### config.mk
export PLATFORM = sky130hd
export DESIGN_NAME = mclk_ratio_gen
export DESIGN_NICKNAME = d
export VERILOG_FILES = /design/src/rtl/mclk_ratio_gen.sv
export SDC_FILE = /design/constraint.sdc
export NUM_CORES = 1
export LEC_CHECK = 0
export ABC_AREA = 1
export BUFFER_PORTS_ARGS = -buffer_cell sky130_fd_sc_hd__buf_2
export CORE_MARGIN = 2
export CORE_UTILIZATION = 49
export CTS_BUF_LIST = sky130_fd_sc_hd__clkbuf_2
export CTS_CLUSTER_SIZE = 40
export DETAILED_ROUTE_END_ITERATION = 7
export PLACE_DENSITY = 0.68
export SLEW_MARGIN = 20
export SYNTH_ARGS = -nofsm -noshare
export SYNTH_HDL_FRONTEND = slang
export SYNTH_SLANG_ARGS = --single-unit
### constraint.sdc
create_clock -name clk -period 1.7 [get_ports clk]
set_input_delay 0.085 -clock clk [delete_from_list [all_inputs] [get_ports clk]]
set_output_delay 0.085 -clock clk [all_outputs]
set_load 0.01 [all_outputs]
### src/rtl/mclk_ratio_gen.sv
module mclk_ratio_gen #(
  parameter int SLOT_BITS    = 32,
  parameter int RATIO_PO2    = 512,
  parameter int RATIO_TRI    = 384,
  parameter int CODE_W       = 3,
  parameter int TOP_CODE_PO2 = 4,
  parameter int TOP_CODE_TRI = 3
) (
  input  logic              clk,
  input  logic              rst_n,
  input  logic              run,
  input  logic              gate,
  input  logic              base_tri,
  input  logic [CODE_W-1:0] mult_code,
  output logic              mclk,
  output logic              bclk,
  output logic              fclk,
  output logic              busy,
  output logic              cfg_err
);

  localparam int FRAME_PO2  = 2 * RATIO_PO2;
  localparam int FRAME_TRI  = 2 * RATIO_TRI;
  localparam int BITS_FRAME = 2 * SLOT_BITS;
  localparam int BIT_PO2    = FRAME_PO2 / BITS_FRAME;
  localparam int BIT_TRI    = FRAME_TRI / BITS_FRAME;
  localparam int TW         = $clog2(FRAME_PO2);
  localparam int PW         = $clog2(BIT_PO2);
  localparam int IW         = $clog2(BITS_FRAME);

  logic              act, run_q, cfg_tri;
  logic [CODE_W-1:0] cfg_code;
  logic [TW-1:0]     tcnt;
  logic [PW-1:0]     bph;
  logic [IW-1:0]     bidx;

  wire          req       = run & ~gate;
  wire [TW-1:0] tlast     = cfg_tri ? TW'(FRAME_TRI - 1) : TW'(FRAME_PO2 - 1);
  wire [PW-1:0] plast     = cfg_tri ? PW'(BIT_TRI - 1)   : PW'(BIT_PO2 - 1);
  wire [PW-1:0] phalf     = cfg_tri ? PW'(BIT_TRI / 2)   : PW'(BIT_PO2 / 2);
  wire          frame_end = act && (tcnt == tlast);
  wire          bad       = cfg_code > (cfg_tri ? CODE_W'(TOP_CODE_TRI) : CODE_W'(TOP_CODE_PO2));

  always_ff @(posedge clk or negedge rst_n) begin
    if (!rst_n) begin
      act      <= 1'b0;
      run_q    <= 1'b0;
      cfg_tri  <= 1'b0;
      cfg_code <= '0;
      tcnt     <= '0;
      bph      <= '0;
      bidx     <= '0;
    end else begin
      run_q <= req;
      if (!act || frame_end) begin
        tcnt <= '0;
        bph  <= '0;
        bidx <= '0;
        if (req || frame_end) begin
          act      <= req;
          cfg_tri  <= base_tri;
          cfg_code <= mult_code;
        end
      end else begin
        tcnt <= tcnt + 1'b1;
        if (bph == plast) begin
          bph  <= '0;
          bidx <= bidx + 1'b1;
        end else begin
          bph <= bph + 1'b1;
        end
      end
    end
  end

  assign mclk    = act & run_q & ~bad & tcnt[cfg_code];
  assign bclk    = act & (bph >= phalf);
  assign fclk    = act & bidx[IW-1];
  assign busy    = act;
  assign cfg_err = act & bad;


  mclk_stop_chk: assert property (@(posedge clk) disable iff (!rst_n)
    !req |=> !mclk);


  busy_drop_chk: assert property (@(posedge clk) disable iff (!rst_n)
    $fell(busy) |-> !$past(req));


  start_quiet_chk: assert property (@(posedge clk) disable iff (!rst_n)
    $rose(busy) |-> $past(req) && !mclk && !bclk && !fclk);


  err_silent_chk: assert property (@(posedge clk) disable iff (!rst_n)
    cfg_err |-> !mclk);


  cfg_hold_chk: assert property (@(posedge clk) disable iff (!rst_n)
    (act && tcnt != '0) |-> $stable(cfg_code) && $stable(cfg_tri));


  fclk_align_chk: assert property (@(posedge clk) disable iff (!rst_n)
    $rose(fclk) |-> !bclk);

endmodule

# Yosys cells after proc, flatten, opt, wreduce, memory -nomap -nowiden
# Cells that the tools add are included.
word_totals:
  regBits: 26
  latch_bits: 0
  ramBits: 0
  mem_bits_ro: 0
  inputBits: 8
  elab_cells: 41
  mem_count: 0
op_classes:
  add_sub_neg: 3
  n_mul: 0
  div: 0
  n_lt_le_gt_ge: 3
  n_eq_ne: 2
  n_shift: 0
  muxes: 11
  bitwise_logic: 9
  n_reduce_logical: 6
op_table:
  columns: ["op", "n"]
  rows:
  - ["$mux W4", 3]
  - ["$mux W6", 2]
  - ["$add A10 B1 Y10 const B", 1]
  - ["$eq A10 B10 Y1", 1]
  - ["$mux W10", 1]
  - ["$mux W9", 1]
  - ["$and A1 B1 Y1", 7]
  - ["$add A6 B1 Y6 const B", 1]
  - ["$mux W3", 2]
  - ["$lt A3 B5 Y1 const B", 1]
  - ["$add A4 B1 Y4 const B", 1]
  - ["$eq A4 B4 Y1", 1]
  - ["$ge A4 B4 Y1", 1]
  - ["$bmux W1 S3", 1]
  - ["$gt A3 B3 Y1", 1]
  - ["$logic_or A1 B1 Y1", 2]
  - ["$not A1 Y1", 2]
  - ["$reduce_and A2 Y1", 1]
  - ["$reduce_bool A2 Y1", 1]
  - ["$logic_and A1 B1 Y1", 1]
  - ["$logic_not A1 Y1", 1]
  - ["$mux W1", 1]

# Longest topological paths before layout
logic_depth:
  word_depth: 5
  ltp_mapped: 9
  ltp_nobuf: 9

# Least setup slack after synthesis
# OpenSTA, ideal clock, no wires.
synth_path:
  kind: "flip-flop to flip-flop"
  startpoint: "register cfg_tri"
  endpoint: "register bidx[5]"
  setup_ns: 0.117
  arrival_time_ns: 1.407
  slack_ns: 0.176
  path_stages_with_launch: 9
  n_path_buf: 0
  path_cell_list: "dfrtp_1 -> inv_1 -> ha_1 -> inv_1 -> nand3_1 -> nor2_1 -> nand3_1 -> nor2_1 -> nor2_1"
synth_via:
  elab_chain_cells: 5
synth_lines:
  columns: ["element", "line_no", "text"]
  rows:
  - ["start, declared", "31", "logic act, run_q, cfg_tri;"]
  - ["start signal, assigned", "61", "cfg_tri <= base_tri;"]
  - ["$mux W9", "38", "wire [TW-1:0] tlast = cfg_tri ? TW'(FRAME_TRI - 1) : TW'(FRAME_PO2 - 1);"]
  - ["$eq A10 B10 Y1", "41", "wire frame_end = act && (tcnt == tlast);"]
  - ["$logic_and A1 B1 Y1", "41", null]
  - ["$logic_or A1 B1 Y1", "55", "if (!act || frame_end) begin"]
  - ["$mux W6 / $reduce_bool A2 Y1 (equally long branches)", null, null]
  - ["end signal, assigned", "68", "bidx <= bidx + 1'b1;"]
  - ["end, declared", "35", "logic [IW-1:0] bidx;"]
# Parallel ways exist; a longest one is shown, timed or not.
# A chain may end at the register's enable or synchronous reset.

# Worst setup path after layout
layout_path:
  startpoint: "register cfg_tri"
  endpoint: "output mclk"
layout_via:
  elab_chain_cells: 5
layout_lines:
  columns: ["element", "line_no", "text"]
  rows:
  - ["$mux W3", "42", "wire bad = cfg_code > (cfg_tri ? CODE_W'(TOP_CODE_TRI) : CODE_W'(TOP_CODE_PO2));"]
  - ["$gt A3 B3 Y1", "42", null]
  - ["$not A1 Y1", "76", "assign mclk = act & run_q & ~bad & tcnt[cfg_code];"]
  - ["$and A1 B1 Y1 (2 in series)", "76", null]
  - ["end, declared", "15", "output logic mclk,"]
# Every way passes these cells.

==> flow_metrics.tcl <==
set metrics [dict create \
    status "complete, but fails checks" \
    failed_checks "setup timing" \
    cp.buffers_inverters 1 \
    timing.setup.tns_ns -0.297 \
    timing.hold.ws_ns 0.203 \
    synthesis.nets 197 \
    max_clock_freq_mhz 550 \
    layout-drive-gt1-share 0.245 \
    max-cap-violations 0 \
    hpwl_um 2130 \
    nNetsFinal 230 \
    seqPwrFrac 0.536 \
    netSwitchingFraction 0.334 \
    syn_inst 180 \
    cts_tree "yes" \
    clock-skew-final_ns 0.0204 \
    detail_route.iter0.violations 50 \
    cts.sink_count 26 \
    row_count 19 \
    rr_startpoint "cfg_tri" \
    relSlewSlack 0.608 \
    vias 1234 \
    drc_errors 0 \
    place_ws_ns 0.0994 \
    clk_pin_slew_worst_paths_ns 0.25 \
    setup_slack_ns -0.118 \
    postSynthAreaPerCell_um2 8.06 \
    routability_congestion_estimate_from_global_placement 0.824 \
    routed_wire_length_per_instance_um 13.3 \
    yosys.cell_types.count 21 \
    post_synth_instance_area_um2 1450 \
    yosys_warnings 0 \
    antenna_found_initial 0 \
    yosys_register_bits 26 \
    grt_first_pass_wirelength_um 5530 \
    critical_path.top_delay_family "flip-flops" \
    power_switching_mw 0.485 \
    final_util 0.669 \
    first_global_vias 1256 \
    final_cells 243 \
    postRouteWirelength_um 3220 \
    peakVddDrop_mv 0.752 \
    initial_utilization 0.522 \
    critPathSlowestCell "dfrtp_2" \
    die-area_um2 3410 \
    mostFrequentLayoutCell "nand2_1" \
    detail_route.vias_per_cell 5.08 \
    reg2reg_to "tcnt[9]" \
    fp.dieH_um 58.4 \
    area_growth_pct 28.3 \
    n_antenna_cell 0 \
    grt_max_degree 27 \
    timing_worst_setup_path_type "reg2out" \
    ioPinCount 13 \
    power.static_leakage_nw 0.890 \
    power-per-cell-area_nw_per_um2 779 \
    cp_required_ns 1.62 \
    cts_buffers 3 \
    rsz0062_at_grt "true" \
    yosysSeqAreaShare 0.448 \
    finalMaxSlewViolations 0 \
    drt_pass1_iterations 4 \
    cpPeakStageDelay_ns 0.54 \
    setup.reg_to_reg.worst_slack_ns 0.11 \
    fin_total_pwr_mw 1.45 \
    fp.coreArea_um2 2780 \
    postRouteAntennaNets 0 \
    worstMarginPinSlew_ns 0.587 \
    die_span_in_x_um 58.4 \
    final_design_area_no_fill_um2 1860 \
    crit_path_cell_trace "ha_4, a21oi_2, o21ai_2, nand2_1, nand3_1, nor2_1, buf_2" \
    buffer_ports.inserted 12 \
    fillCellCount 228 \
    crit_path_max_fanout 5 \
    setup_viol_count_final 3 \
    htreeDepth 1 \
    final_hold_viol_count 0 \
    timing.critical_path.arrival_ns 1.73 \
    r2r_cells 9 \
    p_int_mw 0.965 \
    gr-usage-all-layers 0.215 \
    placed_instance_count 225 \
    post_route_clock_period_utilization 1.07 \
    worst_skew_pair.late_latency_ns 0.37 \
    hold_class "in2async" \
    power.share.combinational 0.300 \
    worst_setup_path_end_kind "output pin" \
    most-common-layout-cells "nand2_1 (43), nor2_1 (30), dfrtp_1 (24), inv_1 (16), nand3_1 (14)" \
    setup.worst_path.start_class "flip-flop" \
    clock_tree_root_driver_cell "clkbuf_2" \
    placedInstanceArea_um2 1570 \
    power.share.clock 0.164 \
    clock_period_minus_worst_slack_ns 1.82 \
    gr-total-overflow 0 \
    cts_buffer_depth 2 \
]
==> worst max path at each step <==
stage / startpoint / endpoint / slack [ns] / depth (start not counted)
after global routing: cfg_tri / mclk / -0.24 / 8
after detailed placement: cfg_tri / bidx[4] / 0.1 / 7
after floorplan: cfg_tri / bidx[5] / 0.18 / 8
final: cfg_tri / mclk / -0.12 / 7
after CTS: cfg_tri / mclk / -0.11 / 8
after global placement: cfg_tri / bidx[5] / 0.22 / 9
==> final cells by class <==
type | instances | area (µm²) | share of cell area
Tap cell | 31 | 38.8 | 0.0208
Sequential cell | 26 | 653 | 0.351
Clock buffer | 3 | 15.0 | 0.00806
Inverter | 18 | 70.1 | 0.0376
Multi-Input combinational cell | 135 | 853 | 0.458
Clock inverter | 1 | 3.75 | 0.00202
Timing Repair Buffer | 29 | 228 | 0.122
==> power by group through the flow <==
stage	sequential (mW)	clock [mW]	combinational, mW
after floorplan	0.746	0	0.186
after global placement	0.759	0	0.255
after detailed placement	0.766	0	0.258
after CTS	0.767	0.245	0.345
after global routing	0.786	0.264	0.483
final	0.777	0.238	0.435
==> flip-flops by register name, summed over array words and instances (netlist names) <==
name,cells
tcnt,10
bidx,6
bph,4
cfg_code,3
busy,1
cfg_tri,1
run_q,1
==> Yosys cell counts <==
| library cell | count | share of area |
|---|---|---|
| nor3b_1 | 1 | 0.0052 |
| xnor2_1 | 3 | 0.018 |
| nand3_1 | 18 | 0.062 |
| buf_6 | 1 | 0.0078 |
| o21ai_4 | 1 | 0.011 |
| o21a_1 | 1 | 0.0052 |
| nand3_2 | 2 | 0.014 |
| nor2_1 | 32 | 0.083 |
| nor2_2 | 1 | 0.0043 |
| xor2_1 | 6 | 0.036 |
| nor3_1 | 2 | 0.0069 |
| inv_1 | 18 | 0.047 |
| o21ai_0 | 3 | 0.010 |
| nand2_2 | 3 | 0.013 |
| a21o_1 | 2 | 0.010 |
| o21bai_1 | 1 | 0.0052 |
| nand3b_1 | 1 | 0.0052 |
| nand2_1 | 45 | 0.12 |
| a21oi_1 | 4 | 0.014 |
| dfrtp_1 | 26 | 0.45 |
| ha_1 | 9 | 0.078 |
==> metal layers <==
| metal | global-route usage | part of all wire | up-vias |
|---|---|---|---|
| li1 | - | - | 635 |
| met1 | 0.272 | 0.49 | 569 |
| met2 | 0.374 | 0.47 | 25 |
| met3 | 0.0264 | 0.025 | 5 |
| met4 | 0.0797 | 0.016 | 0 |
| met5 | 0 | 0 | - |
==> what timing repair did <==
item | 4_1_cts | 5_1_grt
buffers inserted | 4 | 2
gates resized for setup | 15 | 15
hold buffers | 8 | 0
endpoints found under the hold margin | 32 | 0
setup endpoints to repair | 3 | 6
pin swaps | 8 | 8
==> cells by family after synthesis <==
family,after synthesis,share of synthesized area
compound gates,12,0.0560
xor+xnor,9,0.0543
fa+ha+maj,9,0.0776
buf+inv,19,0.0543
flops,26,0.448
simple gates,105,0.309
Note: power is estimated with default switching activity, not from simulation.
